**src/rtl/pmc_pkg.sv**
```systemverilog
package pmcPkg;
  typedef enum logic [1:0] {
    PS_OPER = 2'b00,
    PS_IDLE = 2'b01,
    PS_STBY = 2'b10,
    PS_WAKE = 2'b11
  } pwrState_e;

  typedef struct packed {
    logic cntClear;
    logic cntInc;
    logic causeLoad;
  } pmcStrobe_t;

  localparam logic [1:0] CAUSE_NONE = 2'd0;
  localparam logic [1:0] CAUSE_KEY  = 2'd1;
  localparam logic [1:0] CAUSE_RTC  = 2'd2;
  localparam logic [1:0] CAUSE_IRQ  = 2'd3;
endpackage

```
**src/rtl/pmc_data.sv**
```systemverilog
module pmcData
  import pmcPkg::*;
#(
  parameter int IRQ_W = 8,
  parameter int CNT_W = 8
) (
  input  logic             clk,
  input  logic             rstN,
  input  pmcStrobe_t       strobe,
  input  logic             wakeKey,
  input  logic             rtcAlarm,
  input  logic [IRQ_W-1:0] irqPend,
  input  logic [IRQ_W-1:0] irqMask,
  input  logic [CNT_W-1:0] settleCount,
  output logic             wakeAny,
  output logic             wakeExt,
  output logic             settleDone,
  output logic [1:0]       wakeCause
);
  logic [IRQ_W-1:0] irqLive;
  logic             wakeIrq;
  logic [CNT_W-1:0] settleCnt;
  logic [1:0]       causeNext;

  // per-line mask gating
  for (genvar i = 0; i < IRQ_W; i++) begin : gIrq
    assign irqLive[i] = irqPend[i] & irqMask[i];
  end

  assign wakeIrq    = |irqLive;
  assign wakeExt    = wakeKey | rtcAlarm;
  assign wakeAny    = wakeExt | wakeIrq;
  assign settleDone = (settleCnt >= settleCount);

  always_comb begin
    if (wakeKey)       causeNext = CAUSE_KEY;
    else if (rtcAlarm) causeNext = CAUSE_RTC;
    else if (wakeIrq)  causeNext = CAUSE_IRQ;
    else               causeNext = CAUSE_NONE;
  end

  always_ff @(posedge clk or negedge rstN) begin
    if (!rstN) begin
      settleCnt <= '0;
    end else if (strobe.cntClear) begin
      settleCnt <= '0;
    end else if (strobe.cntInc) begin
      settleCnt <= settleCnt + 1'b1;
    end
  end

  always_ff @(posedge clk or negedge rstN) begin
    if (!rstN) begin
      wakeCause <= CAUSE_NONE;
    end else if (strobe.causeLoad) begin
      wakeCause <= causeNext;
    end
  end
endmodule

```
**src/rtl/pmc_ctrl.sv**
```systemverilog
module pmcCtrl
  import pmcPkg::*;
(
  input  logic       clk,
  input  logic       rstN,
  input  logic       reqIdle,
  input  logic       reqStandby,
  input  logic       wakeAny,
  input  logic       wakeExt,
  input  logic       settleDone,
  output pmcStrobe_t strobe,
  output logic       cpuClkEn,
  output logic       periphClkEn,
  output logic       displayEn,
  output logic       oscEn,
  output logic [1:0] powerState
);
  pwrState_e stateQ, stateD;

  always_comb begin
    stateD = stateQ;
    strobe = '0;
    unique case (stateQ)
      PS_OPER: begin
        if (!wakeAny) begin
          if (reqStandby)   stateD = PS_STBY;
          else if (reqIdle) stateD = PS_IDLE;
        end
      end
      PS_IDLE: begin
        if (wakeAny) begin
          stateD           = PS_OPER;
          strobe.causeLoad = 1'b1;
        end
      end
      PS_STBY: begin
        if (wakeExt) begin
          stateD           = PS_WAKE;
          strobe.causeLoad = 1'b1;
          strobe.cntClear  = 1'b1;
        end
      end
      PS_WAKE: begin
        if (settleDone) stateD = PS_OPER;
        else            strobe.cntInc = 1'b1;
      end
      default: stateD = PS_OPER;
    endcase
  end

  always_ff @(posedge clk or negedge rstN) begin
    if (!rstN) stateQ <= PS_OPER;
    else       stateQ <= stateD;
  end

  assign cpuClkEn    = (stateQ == PS_OPER);
  assign periphClkEn = (stateQ == PS_OPER) || (stateQ == PS_IDLE);
  assign displayEn   = (stateQ == PS_OPER) || (stateQ == PS_IDLE);
  assign oscEn       = (stateQ != PS_STBY);
  assign powerState  = stateQ;
endmodule

```
**src/rtl/power_mode_ctrl.sv**
```systemverilog
module powerModeCtrl
  import pmcPkg::*;
#(
  parameter int IRQ_W = 8,
  parameter int CNT_W = 8
) (
  input  logic             clk,
  input  logic             rstN,
  input  logic             reqIdle,
  input  logic             reqStandby,
  input  logic             wakeKey,
  input  logic             rtcAlarm,
  input  logic [IRQ_W-1:0] irqPend,
  input  logic [IRQ_W-1:0] irqMask,
  input  logic [CNT_W-1:0] settleCount,
  output logic             cpuClkEn,
  output logic             periphClkEn,
  output logic             displayEn,
  output logic             oscEn,
  output logic [1:0]       powerState,
  output logic [1:0]       wakeCause
);
  pmcStrobe_t strobe;
  logic       wakeAny;
  logic       wakeExt;
  logic       settleDone;

  pmcCtrl u_ctrl (
    .clk         (clk),
    .rstN        (rstN),
    .reqIdle     (reqIdle),
    .reqStandby  (reqStandby),
    .wakeAny     (wakeAny),
    .wakeExt     (wakeExt),
    .settleDone  (settleDone),
    .strobe      (strobe),
    .cpuClkEn    (cpuClkEn),
    .periphClkEn (periphClkEn),
    .displayEn   (displayEn),
    .oscEn       (oscEn),
    .powerState  (powerState)
  );

  pmcData #(.IRQ_W(IRQ_W), .CNT_W(CNT_W)) u_data (
    .clk         (clk),
    .rstN        (rstN),
    .strobe      (strobe),
    .wakeKey     (wakeKey),
    .rtcAlarm    (rtcAlarm),
    .irqPend     (irqPend),
    .irqMask     (irqMask),
    .settleCount (settleCount),
    .wakeAny     (wakeAny),
    .wakeExt     (wakeExt),
    .settleDone  (settleDone),
    .wakeCause   (wakeCause)
  );
endmodule

```
**config.mk**
```make
export PLATFORM = sky130hd
export DESIGN_NAME = powerModeCtrl
export DESIGN_NICKNAME = d
export VERILOG_FILES = /design/src/rtl/pmc_pkg.sv /design/src/rtl/pmc_data.sv /design/src/rtl/pmc_ctrl.sv /design/src/rtl/power_mode_ctrl.sv
export SDC_FILE = /design/constraint.sdc
export NUM_CORES = 1
export LEC_CHECK = 0
export ABC_AREA = 1
export BUFFER_PORTS_ARGS = -buffer_cell sky130_fd_sc_hd__buf_2
export CAP_MARGIN = 25
export CORE_UTILIZATION = 40
export CTS_BUF_LIST = sky130_fd_sc_hd__clkbuf_4
export CTS_CLUSTER_DIAMETER = 200
export DETAILED_ROUTE_END_ITERATION = 12
export GPL_TIMING_DRIVEN = 0
export HOLD_SLACK_MARGIN = 0.03
export PLACE_DENSITY_LB_ADDON = 0.3
export SKIP_LAST_GASP = 1
export SYNTH_ARGS = -nofsm -noshare
export SYNTH_HDL_FRONTEND = slang
export SYNTH_SLANG_ARGS = --single-unit
```
**constraint.sdc**
```tcl
create_clock -name clk -period 2.64 [get_ports clk]
set_clock_uncertainty 0.15 [all_clocks]
set_input_delay 0.528 -clock clk [delete_from_list [all_inputs] [get_ports clk]]
set_output_delay 0.528 -clock clk [all_outputs]
set_load 0.005 [all_outputs]
```
==> results.sh, run 1 <==
export IMPL_status="finished, final reports clean"
export IMPL_grt_pass1_wl_um=3580
export IMPL_die_area_sq_mm=0.00282
export IMPL_areaGrowthSynthToFinish_pct=24.8
export IMPL_antennaDiodeCount=0
export IMPL_synth_top_cell_area_share_pct=28.7
export IMPL_clock_sinks=12
export IMPL_cts_buffers=3
export IMPL_cts_resized=0
export IMPL_drc=0
export IMPL_p_clk_share_pct=12.7
export IMPL_synthTopCellsByArea="dfrtp_1 (29%), nand2_1 (20%), ha_1 (16%), inv_1 (6.1%), nor2_1 (4.7%)"
export IMPL_worst_pin_slew_ns=0.273
export IMPL_power_internal_uw=523
export IMPL_crit_fanout=5
export IMPL_hold_depth=2
export IMPL_synth_warnings=0
export IMPL_dp_hpwl_um=1810
export IMPL_min_path_type="flip-flop to flip-flop"
export IMPL_cp_arrival_ns=1.48
export IMPL_avgSynthCellArea_sq_um=7.02
export IMPL_antenna_found_initial=0
export IMPL_synth_edff_count=0
export IMPL_grt_max_degree=13
export IMPL_critPathKind="flip-flop to primary output"
export IMPL_cp_common_cell="inv_1"
export IMPL_firstDrtPassIters=5
export IMPL_swShare_pct=46.3
export IMPL_p_per_area_mw_per_mm2=746
export IMPL_worst_path_stages=6
export IMPL_die_width_um=53.1
export IMPL_synth_cell_types=22
export IMPL_vias_per_cell=4.78
export IMPL_finalHoldViolations=0
export IMPL_via_count=1056
export IMPL_timing_final_crit_share_pct=81.7
export IMPL_htree_levels=1
export IMPL_routed_wirelength_um=2190
export IMPL_synth_flop_cell="dfrtp_1"
export IMPL_slowest_delay_ns=0.44
export IMPL_place_gp_congestion=0.876
export IMPL_clockBufferDepth=2
export IMPL_rsz0062_at_grt="false"
export IMPL_r2r_cells=14
export IMPL_netlist_top_cells_count="nand2_1 (57), inv_1 (17), ha_1 (13), nor2_1 (13), dfrtp_1 (12)"
export IMPL_slowest_stage="dfrtp_1"
export IMPL_cts_root_buf="clkbuf_4"
export IMPL_post_place_ws_ns=0.657
export IMPL_drt_initial_drc_count=25
export IMPL_fin_tns_setup_ns=0
export IMPL_vdd_ir_drop_max_v=0.000338
export IMPL_p_comb_share_pct=54.6
export IMPL_cp_top_family="flip-flops"
export IMPL_coreArea_sq_mm=0.00248
export IMPL_grt_pass1_vias=907
export IMPL_clk_insertion_delay_late_ns=0.28
export IMPL_nets=235
export IMPL_fin_worst_hold_slack_ns=0.333
export IMPL_ant_nets=0
export IMPL_grt_remaining_overflow=0
export IMPL_crit_path_end_kind="primary output"
export IMPL_grt_util_all_layers_pct=17.4
export IMPL_max_slew_margin_pct=81.8
export IMPL_ios=38
export IMPL_pwr_share_seq_pct=32.7
export IMPL_die_y_um=53.1
export IMPL_fin_ws_ns=0.482
export IMPL_fin_crit_ns=2.16
export IMPL_cellLeakagePower_uw=0.000772
export IMPL_slew_violations=0
export IMPL_synth_most_common_cell="nand2_1"
export IMPL_io_buffer_count=37
export IMPL_crit_chain="inv_1 > ha_1 > inv_1 > nand2_1 > buf_4 > buf_2"
export IMPL_async_flop_share_pct=100
export IMPL_start_util_pct=42.2
export IMPL_cp_num_buf_inv=4
export IMPL_clock_fmax_mhz=463
export IMPL_ys_seq_area_share_pct=28.7
export IMPL_clk_pin_slew_ns=0.09
export IMPL_cts_tree="yes"
export IMPL_syn_nets=192
export IMPL_synth_seq_cells=12
export IMPL_drive_above_1_share_pct=27.2
export IMPL_synth_area_sq_mm=0.00105
export IMPL_setup_viol=0
export IMPL_postSynthCellCount=149
export IMPL_p_switching_uw=451
export IMPL_num_rows=18
export IMPL_yosysTopAreaCell="dfrtp_1"
export IMPL_cp_start_kind="flip-flop"
export IMPL_wire_per_inst_um=9.89
export IMPL_required_ns=1.96
export IMPL_maxCapViolCount=0
-- stage by stage --
| step | total power (uW) | instance area [sq um] | utilization, % | std cells |
|---|---|---|---|---|
| after floorplan | 682 | 1050 | - | 149 |
| after global placement | 826 | 1270 | 51.2 | 216 |
| after detailed placement | 855 | 1270 | 51.2 | 216 |
| after CTS | 978 | 1310 | 52.7 | 221 |
| after global routing | 1070 | 1310 | 52.7 | 221 |
| final | 974 | 1310 | 52.7 | 221 |
-- kinds of logic (layout without fill, tap and decap cells) --
kind of cell	count (synthesis)	after routing	share of synthesized area, %
xor+xnor	6	6	5.02
flops	12	12	28.7
fa+ha+maj	13	13	15.6
compound gates	8	8	4.07
simple gates	89	89	38.3
buf+inv	21	63	8.37
-- worst register-to-register path, stage by stage (launching register included) --
cell     delay [ns]
dfrtp_1        0.44
inv_1          0.09
ha_1           0.27
inv_1          0.05
nand2_1        0.04
nand2_1        0.05
nand2_1        0.05
nand2_1        0.05
nand2_1        0.06
nand2_1        0.08
nand2_2        0.10
nand2_4        0.15
inv_6          0.06
nand2_1        0.06
nand2_1        0.05
-- power by group through the flow --
stage          combinational [uW]  sequential (uW)  clock [uW]
2_1_floorplan                 376              306           0
3_3_place_gp                  509              317           0
3_5_place_dp                  532              323           0
4_1_cts                       535              319         124
5_1_grt                       608              330         135
6_report                      532              318         124
-- registers in the layout, indices dropped and copies added, names as in the netlist --
name	count
u_data.settleCnt	8
u_ctrl.powerState	2
u_data.wakeCause	2
-- placed cells by master, fill, tap and decap left out --
cell type      synthesis  final
inv_2                  2      2
ha_1                  13     13
nor2_2                 1      1
xnor2_1                2      2
nor2_4                 2      2
buf_4                  1      1
nand3b_1               1      1
o21ai_1                1      1
nand4_1                3      3
nand3_1                7      7
dfrtp_1               12     12
nor2_1                13     13
nand3_2                3      3
nand2_1               57     57
dlygate4sd3_1          0      1
xor2_1                 4      4
a21oi_1                4      4
o21ai_0                2      2
o31ai_1                1      1
buf_2                  0     37
clkinv_1               0      1
inv_1                 17     17
inv_6                  1      1
nand2_2                1      1
nand2_4                1      1
clkbuf_4               0      3
-- metal layers --
layer | vias up | global-route usage, % | share of wire [%]
li1 | 554 | - | -
met1 | 467 | 20.9 | 44
met2 | 33 | 30.8 | 50
met3 | 2 | 4.31 | 4.8
met4 | 0 | 3.95 | 0.46
met5 | - | 0 | 0
-- repair_timing --
item,CTS,global route
endpoints found under the hold margin,12,0
hold buffers,1,0
setup buffers,0,0
-- path summary, 6_finish.rpt --
| check | from | end | slack (ns) |
|---|---|---|---|
| max in group asynchronous | rstN | u_data.wakeCause[0] | 1.61 |
| min in group asynchronous | rstN | u_data.settleCnt[4] | 0.51 |
| hold reg to reg | u_data.wakeCause[1] | u_data.wakeCause[1] | 0.33 |
| setup reg to reg | u_data.settleCnt[0] | u_data.settleCnt[0] | 0.79 |
| setup / recovery | u_ctrl.powerState[0] | periphClkEn | 0.48 |
| hold / removal | u_data.wakeCause[1] | u_data.wakeCause[1] | 0.33 |
-- layout make-up --
| type | count | area, sq um |
|---|---|---|
| multi-input combinational | 116 | 658 |
| sequential | 12 | 300 |
| clock buffer | 3 | 22.5 |
| buffer | 1 | 7.51 |
| tap | 30 | 37.5 |
| clock inverter | 1 | 3.75 |
| fill | 258 | 1170 |
| timing repair buffer | 38 | 195 |
| inverter | 20 | 80.1 |
(Power assumes the default switching activity.)
==> run 2: changes to the inputs <==
==> constraint.sdc (replaced) <==
create_clock -name clk -period 1.9 [get_ports clk]
set_clock_uncertainty 0.15 [all_clocks]
set_input_delay 0.38 -clock clk [delete_from_list [all_inputs] [get_ports clk]]
set_output_delay 0.38 -clock clk [all_outputs]
set_load 0.005 [all_outputs]
==> results.sh, run 2 (synthesis results as in run 1) <==
export IMPL_status="finished, final reports clean"
export IMPL_clk_pin_slew_ns=0.08
export IMPL_p_per_area_mw_per_mm2=1110
export IMPL_dp_hpwl_um=1810
export IMPL_die_width_um=53.1
export IMPL_p_clk_share_pct=11.2
export IMPL_cp_arrival_ns=1.34
export IMPL_crit_fanout=4
export IMPL_critPathKind="flip-flop to primary output"
export IMPL_timing_final_crit_share_pct=98.5
export IMPL_r2r_slack_ns=0.13
export IMPL_drc=0
export IMPL_fin_ws_ns=0.0286
export IMPL_grt_pass1_vias=922
export IMPL_cts_tree="yes"
export IMPL_multi_input_area_sq_um=711
export IMPL_dp_cells=216
export IMPL_r2r_cells=14
export IMPL_die_y_um=53.1
export IMPL_antennaDiodeCount=0
export IMPL_power_internal_uw=840
export IMPL_vias_per_cell=4.86
export IMPL_slew_violations=0
export IMPL_wire_per_inst_um=11.0
export IMPL_post_place_ws_ns=0.0558
export IMPL_worst_pin_slew_ns=0.271
export IMPL_fill_cells=242
export IMPL_coreArea_sq_mm=0.00248
export IMPL_final_common_cell="nand2_1"
export IMPL_drive_above_1_share_pct=35.0
export IMPL_required_ns=1.37
export IMPL_setup_viol=0
export IMPL_ant_nets=0
export IMPL_instances_no_fill=227
export IMPL_largest_reg_flops=8
export IMPL_regArea_sq_um=303
export IMPL_swShare_pct=46.1
export IMPL_regMostFlops="u_data.settleCnt"
export IMPL_r2r_start="u_data.settleCnt[0]"
export IMPL_grt_max_degree=13
export IMPL_grt_remaining_overflow=0
export IMPL_clock_sinks=12
export IMPL_cts_buffers=3
export IMPL_cp_endpoint="periphClkEn"
export IMPL_num_rows=18
export IMPL_grt_util_all_layers_pct=17.9
export IMPL_placed_area_sq_mm=0.00127
export IMPL_place_gp_congestion=0.876
export IMPL_finalHoldViolations=0
export IMPL_crit_path_end_kind="primary output"
export IMPL_nets=241
export IMPL_p_switching_uw=718
export IMPL_final_util_pct=56.6
export IMPL_maxCapViolCount=0
export IMPL_htree_levels=1
export IMPL_clk_insertion_delay_late_ns=0.29
export IMPL_antenna_found_initial=0
export IMPL_clock_fmax_mhz=534
export IMPL_clockBufferDepth=2
export IMPL_io_buffer_count=37
export IMPL_die_area_sq_mm=0.00282
export IMPL_design_area_sq_mm=0.00140
export IMPL_areaGrowthSynthToFinish_pct=34.0
export IMPL_routed_wirelength_um=2510
export IMPL_firstDrtPassIters=4
export IMPL_min_path_type="input pin to flip-flop"
export IMPL_final_cell_mix="nand2_1 (55), buf_2 (37), inv_1 (13)"
export IMPL_drt_initial_drc_count=40
export IMPL_cts_root_buf="clkbuf_4"
export IMPL_cp_start_kind="flip-flop"
export IMPL_via_count=1104
export IMPL_vdd_ir_drop_max_v=0.000537
export IMPL_p_comb_share_pct=60.7
export IMPL_r2r_end="u_data.settleCnt[7]"
export IMPL_pwr_share_seq_pct=28.1
export IMPL_crit_path_start="u_ctrl.powerState[0]"
export IMPL_max_slew_margin_pct=81.9
export IMPL_cellLeakagePower_uw=0.000804
export IMPL_grt_pass1_wl_um=3670
export IMPL_start_util_pct=42.2
export IMPL_ios=38
export IMPL_fin_crit_ns=1.87
## run 2: cell count changes in the layout (fill, tap and decap cells not counted), moves of 2 or more
cell     delta
inv_2       +4
nand2_1     -2
buf_4       +4
dfrtp_1     -2
ha_1        -2
inv_1       -4
ha_4        +2
dfrtp_2     +2
nand2_2     +2
## run 2: repair_timing
item | in CTS | in global routing
setup buffers | 4 | 1
endpoints found under the hold margin | 12 | 0
pin swaps | 0 | 1
gates cloned | 0 | 1
hold buffers | 1 | 0
gates resized for setup | 4 | 12
setup endpoints to repair | 1 | 11
## run 2: area by class of cell
cell class	instances	share of cell area, %
clock buffers	3	1.61
inverters	20	5.71
clock inverters	1	0.268
flip-flops and latches	12	21.6
multi-input cells	117	50.7
well taps	30	2.68
plain buffers	1	0.536
repair buffers	43	16.9
## run 2: routing by layer
layer,GRT usage [%],share of wire (%),up-vias
met5,0,0,-
met4,3.95,0.76,0
met3,4.31,5.1,4
met2,31.6,51,38
met1,21.8,43,495
li1,-,-,567
## run 2: power by group through the flow
stage / Combinational [uW] / Sequential, uW / Clock [uW]
6_report: 946 / 439 / 174
5_1_grt: 1060 / 453 / 187
4_1_cts: 819 / 433 / 172
3_5_place_dp: 739 / 449 / 0
3_3_place_gp: 708 / 440 / 0
2_1_floorplan: 522 / 425 / 0
## run 2: critical path: stages (launching register included)
cell and delay (ns):
dfrtp_2 0.45, buf_6 0.13, ha_4 0.15, inv_2 0.06, nand2_2 0.04, buf_4 0.12
buf_2 0.11
## run 2: worst min-delay path by stage
| stage | cells after the start | startpoint | slack, ns | to |
|---|---|---|---|---|
| 3_3_place_gp | 1 | rstN | 0.12 | u_ctrl.powerState[0] |
| 5_1_grt | 2 | rtcAlarm | 0.20 | u_data.wakeCause[0] |
| 6_report | 2 | rtcAlarm | 0.19 | u_data.wakeCause[0] |
| 3_5_place_dp | 1 | rstN | 0.12 | u_ctrl.powerState[0] |
| 2_1_floorplan | 0 | rstN | -0.07 | u_ctrl.powerState[0] |
| 4_1_cts | 2 | rtcAlarm | 0.18 | u_data.wakeCause[0] |
## run 2: per-stage QoR
stage	total power [uW]	hold WS, ns	setup TNS (ns)
floorplan	947	-0.0656	0
global placement	1150	0.117	0
detailed placement	1190	0.122	0
CTS	1420	0.185	0
global route	1700	0.203	-0.0316
finish	1560	0.185	0
==> run 3: changes to the inputs <==
--- a/config.mk
+++ b/config.mk
@@ -8,7 +8,9 @@
 export ABC_AREA = 1
 export BUFFER_PORTS_ARGS = -buffer_cell sky130_fd_sc_hd__buf_2
 export CAP_MARGIN = 25
-export CORE_UTILIZATION = 40
+export CELL_PAD_IN_SITES_DETAIL_PLACEMENT = 2
+export CELL_PAD_IN_SITES_GLOBAL_PLACEMENT = 2
+export CORE_UTILIZATION = 24
 export CTS_BUF_LIST = sky130_fd_sc_hd__clkbuf_4
 export CTS_CLUSTER_DIAMETER = 200
 export DETAILED_ROUTE_END_ITERATION = 12
==> results.sh, run 3 (synthesis results as in run 1) <==
export IMPL_status="finished, final reports clean"
export IMPL_maxCapViolCount=0
export IMPL_drc=0
export IMPL_final_common_cell="nand2_1"
export IMPL_die_area_sq_mm=0.00463
export IMPL_final_cell_mix="nand2_1 (56), buf_2 (37), inv_1 (13), nor2_1 (13), ha_1 (11)"
export IMPL_required_ns=1.37
export IMPL_clk_insertion_delay_late_ns=0.27
export IMPL_grt_util_all_layers_pct=14.1
export IMPL_fin_crit_ns=1.85
export IMPL_max_slew_margin_pct=80.2
export IMPL_cp_endpoint="periphClkEn"
export IMPL_r2r_start="u_data.settleCnt[3]"
export IMPL_die_y_um=68.0
export IMPL_vdd_ir_drop_max_v=0.000414
export IMPL_slowest_delay_ns=0.43
export IMPL_slew_violations=0
export IMPL_via_count=1120
export IMPL_setup_viol=0
export IMPL_grt_pass1_vias=1073
export IMPL_placed_area_sq_mm=0.00129
export IMPL_cts_root_buf="clkbuf_4"
export IMPL_cts_tree="yes"
export IMPL_regMostFlops="u_data.settleCnt"
export IMPL_r2r_end="u_data.settleCnt[1]"
export IMPL_areaGrowthSynthToFinish_pct=35.8
export IMPL_wire_per_inst_um=12.8
export IMPL_htree_levels=1
export IMPL_fin_ws_ns=0.0532
export IMPL_p_per_area_mw_per_mm2=1080
export IMPL_ios=38
export IMPL_cp_arrival_ns=1.32
export IMPL_cellLeakagePower_uw=0.000806
export IMPL_die_width_um=68.0
export IMPL_clk_pin_slew_ns=0.07
export IMPL_dp_hpwl_um=2540
export IMPL_start_util_pct=25.6
export IMPL_crit_path_end_kind="primary output"
export IMPL_nets=243
export IMPL_crit_path_start="u_ctrl.powerState[0]"
export IMPL_place_gp_congestion=0.718
export IMPL_drive_above_1_share_pct=35.9
export IMPL_crit_fanout=4
export IMPL_cts_buffers=3
export IMPL_crit_chain="inv_2 > ha_4 > inv_4 > nand2_2 > buf_4 > buf_2"
export IMPL_min_path_type="input pin to flip-flop"
export IMPL_clockBufferDepth=2
export IMPL_finalPower_uw=1530
export IMPL_ant_nets=0
export IMPL_r2r_cells=9
export IMPL_grt_pass1_wl_um=4770
export IMPL_cp_start_kind="flip-flop"
export IMPL_antenna_found_initial=0
export IMPL_clock_fmax_mhz=541
export IMPL_rsz0062_at_grt="true"
export IMPL_grt_remaining_overflow=0
export IMPL_clock_sinks=12
export IMPL_firstDrtPassIters=4
export IMPL_antennaDiodeCount=0
export IMPL_worst_pin_slew_ns=0.297
export IMPL_coreArea_sq_mm=0.00409
export IMPL_num_rows=23
export IMPL_finalHoldViolations=0
export IMPL_r2r_slack_ns=0.11
export IMPL_io_buffer_count=37
export IMPL_design_area_sq_mm=0.00142
export IMPL_critPathKind="flip-flop to primary output"
export IMPL_drt_initial_drc_count=18
export IMPL_routed_wirelength_um=3180
export IMPL_grt_max_degree=13
export IMPL_timing_final_crit_share_pct=97.2
export IMPL_slowest_stage="dfrtp_2"
export IMPL_vias_per_cell=4.52
export IMPL_post_place_ws_ns=0.00876
export IMPL_largest_reg_flops=8
==> run 3: final cells by class <==
cell class | instances | area [sq um]
Buffer | 1 | 7.51
Clock buffer | 3 | 22.5
Fill cell | 518 | 2670
Inverter | 20 | 82.6
Multi-Input combinational cell | 117 | 692
Sequential cell | 12 | 305
Tap cell | 50 | 62.6
Timing Repair Buffer | 45 | 248
==> run 3: worst max-delay path: cells and delay by family (launching register included) <==
family                   cells  cell delay (ns)
adder cells (fa/ha/maj)      1             0.18
buffers and inverters        4             0.37
AND/OR/NAND/NOR              1             0.06
flip-flops                   1             0.43
==> run 3: metal layers <==
metal / routed length [um] / vias up / track usage (%)
li1: - / 568 / -
met1: 1330 / 529 / 15.7
met2: 1730 / 21 / 26.6
met3: 102 / 2 / 4.00
met4: 13 / 0 / 2.34
met5: 0 / - / 0
==> run 3: worst min path at each step <==
stage / startpoint / to / slack, ns / depth (start not counted)
finish: rtcAlarm / u_data.wakeCause[0] / 0.19 / 2
global route: rtcAlarm / u_data.wakeCause[0] / 0.18 / 2
CTS: rtcAlarm / u_data.wakeCause[0] / 0.19 / 2
floorplan: rstN / u_ctrl.powerState[0] / -0.07 / 0
global placement: rstN / u_ctrl.powerState[0] / 0.13 / 1
detailed placement: rstN / u_ctrl.powerState[1] / 0.14 / 1
==> run 3: what timing repair did <==
action / CTS / global route
gates resized for setup: 6 / 8
cloned: 0 / 1
pin swaps: 1 / 2
buffers inserted: 3 / 4
hold buffers: 1 / 0
hold endpoints to repair: 12 / 0
setup endpoints to repair: 3 / 9
==> run 3: power breakdown <==
part	switching [uW]	internal [uW]
logic	537	402
registers	97.3	341
clock network	81.2	73.4
==> run 3: metrics by stage <==
| step | cells | TNS [ns] | utilization, % | hold WS, ns |
|---|---|---|---|---|
| detailed placement | 236 | 0 | 31.7 | 0.135 |
| global placement | 236 | 0 | 31.7 | 0.126 |
| global route | 248 | -0.0164 | 34.8 | 0.183 |
| floorplan | 149 | 0 | - | -0.0656 |
| finish | 248 | 0 | 34.8 | 0.190 |
| CTS | 243 | 0 | 33.3 | 0.188 |
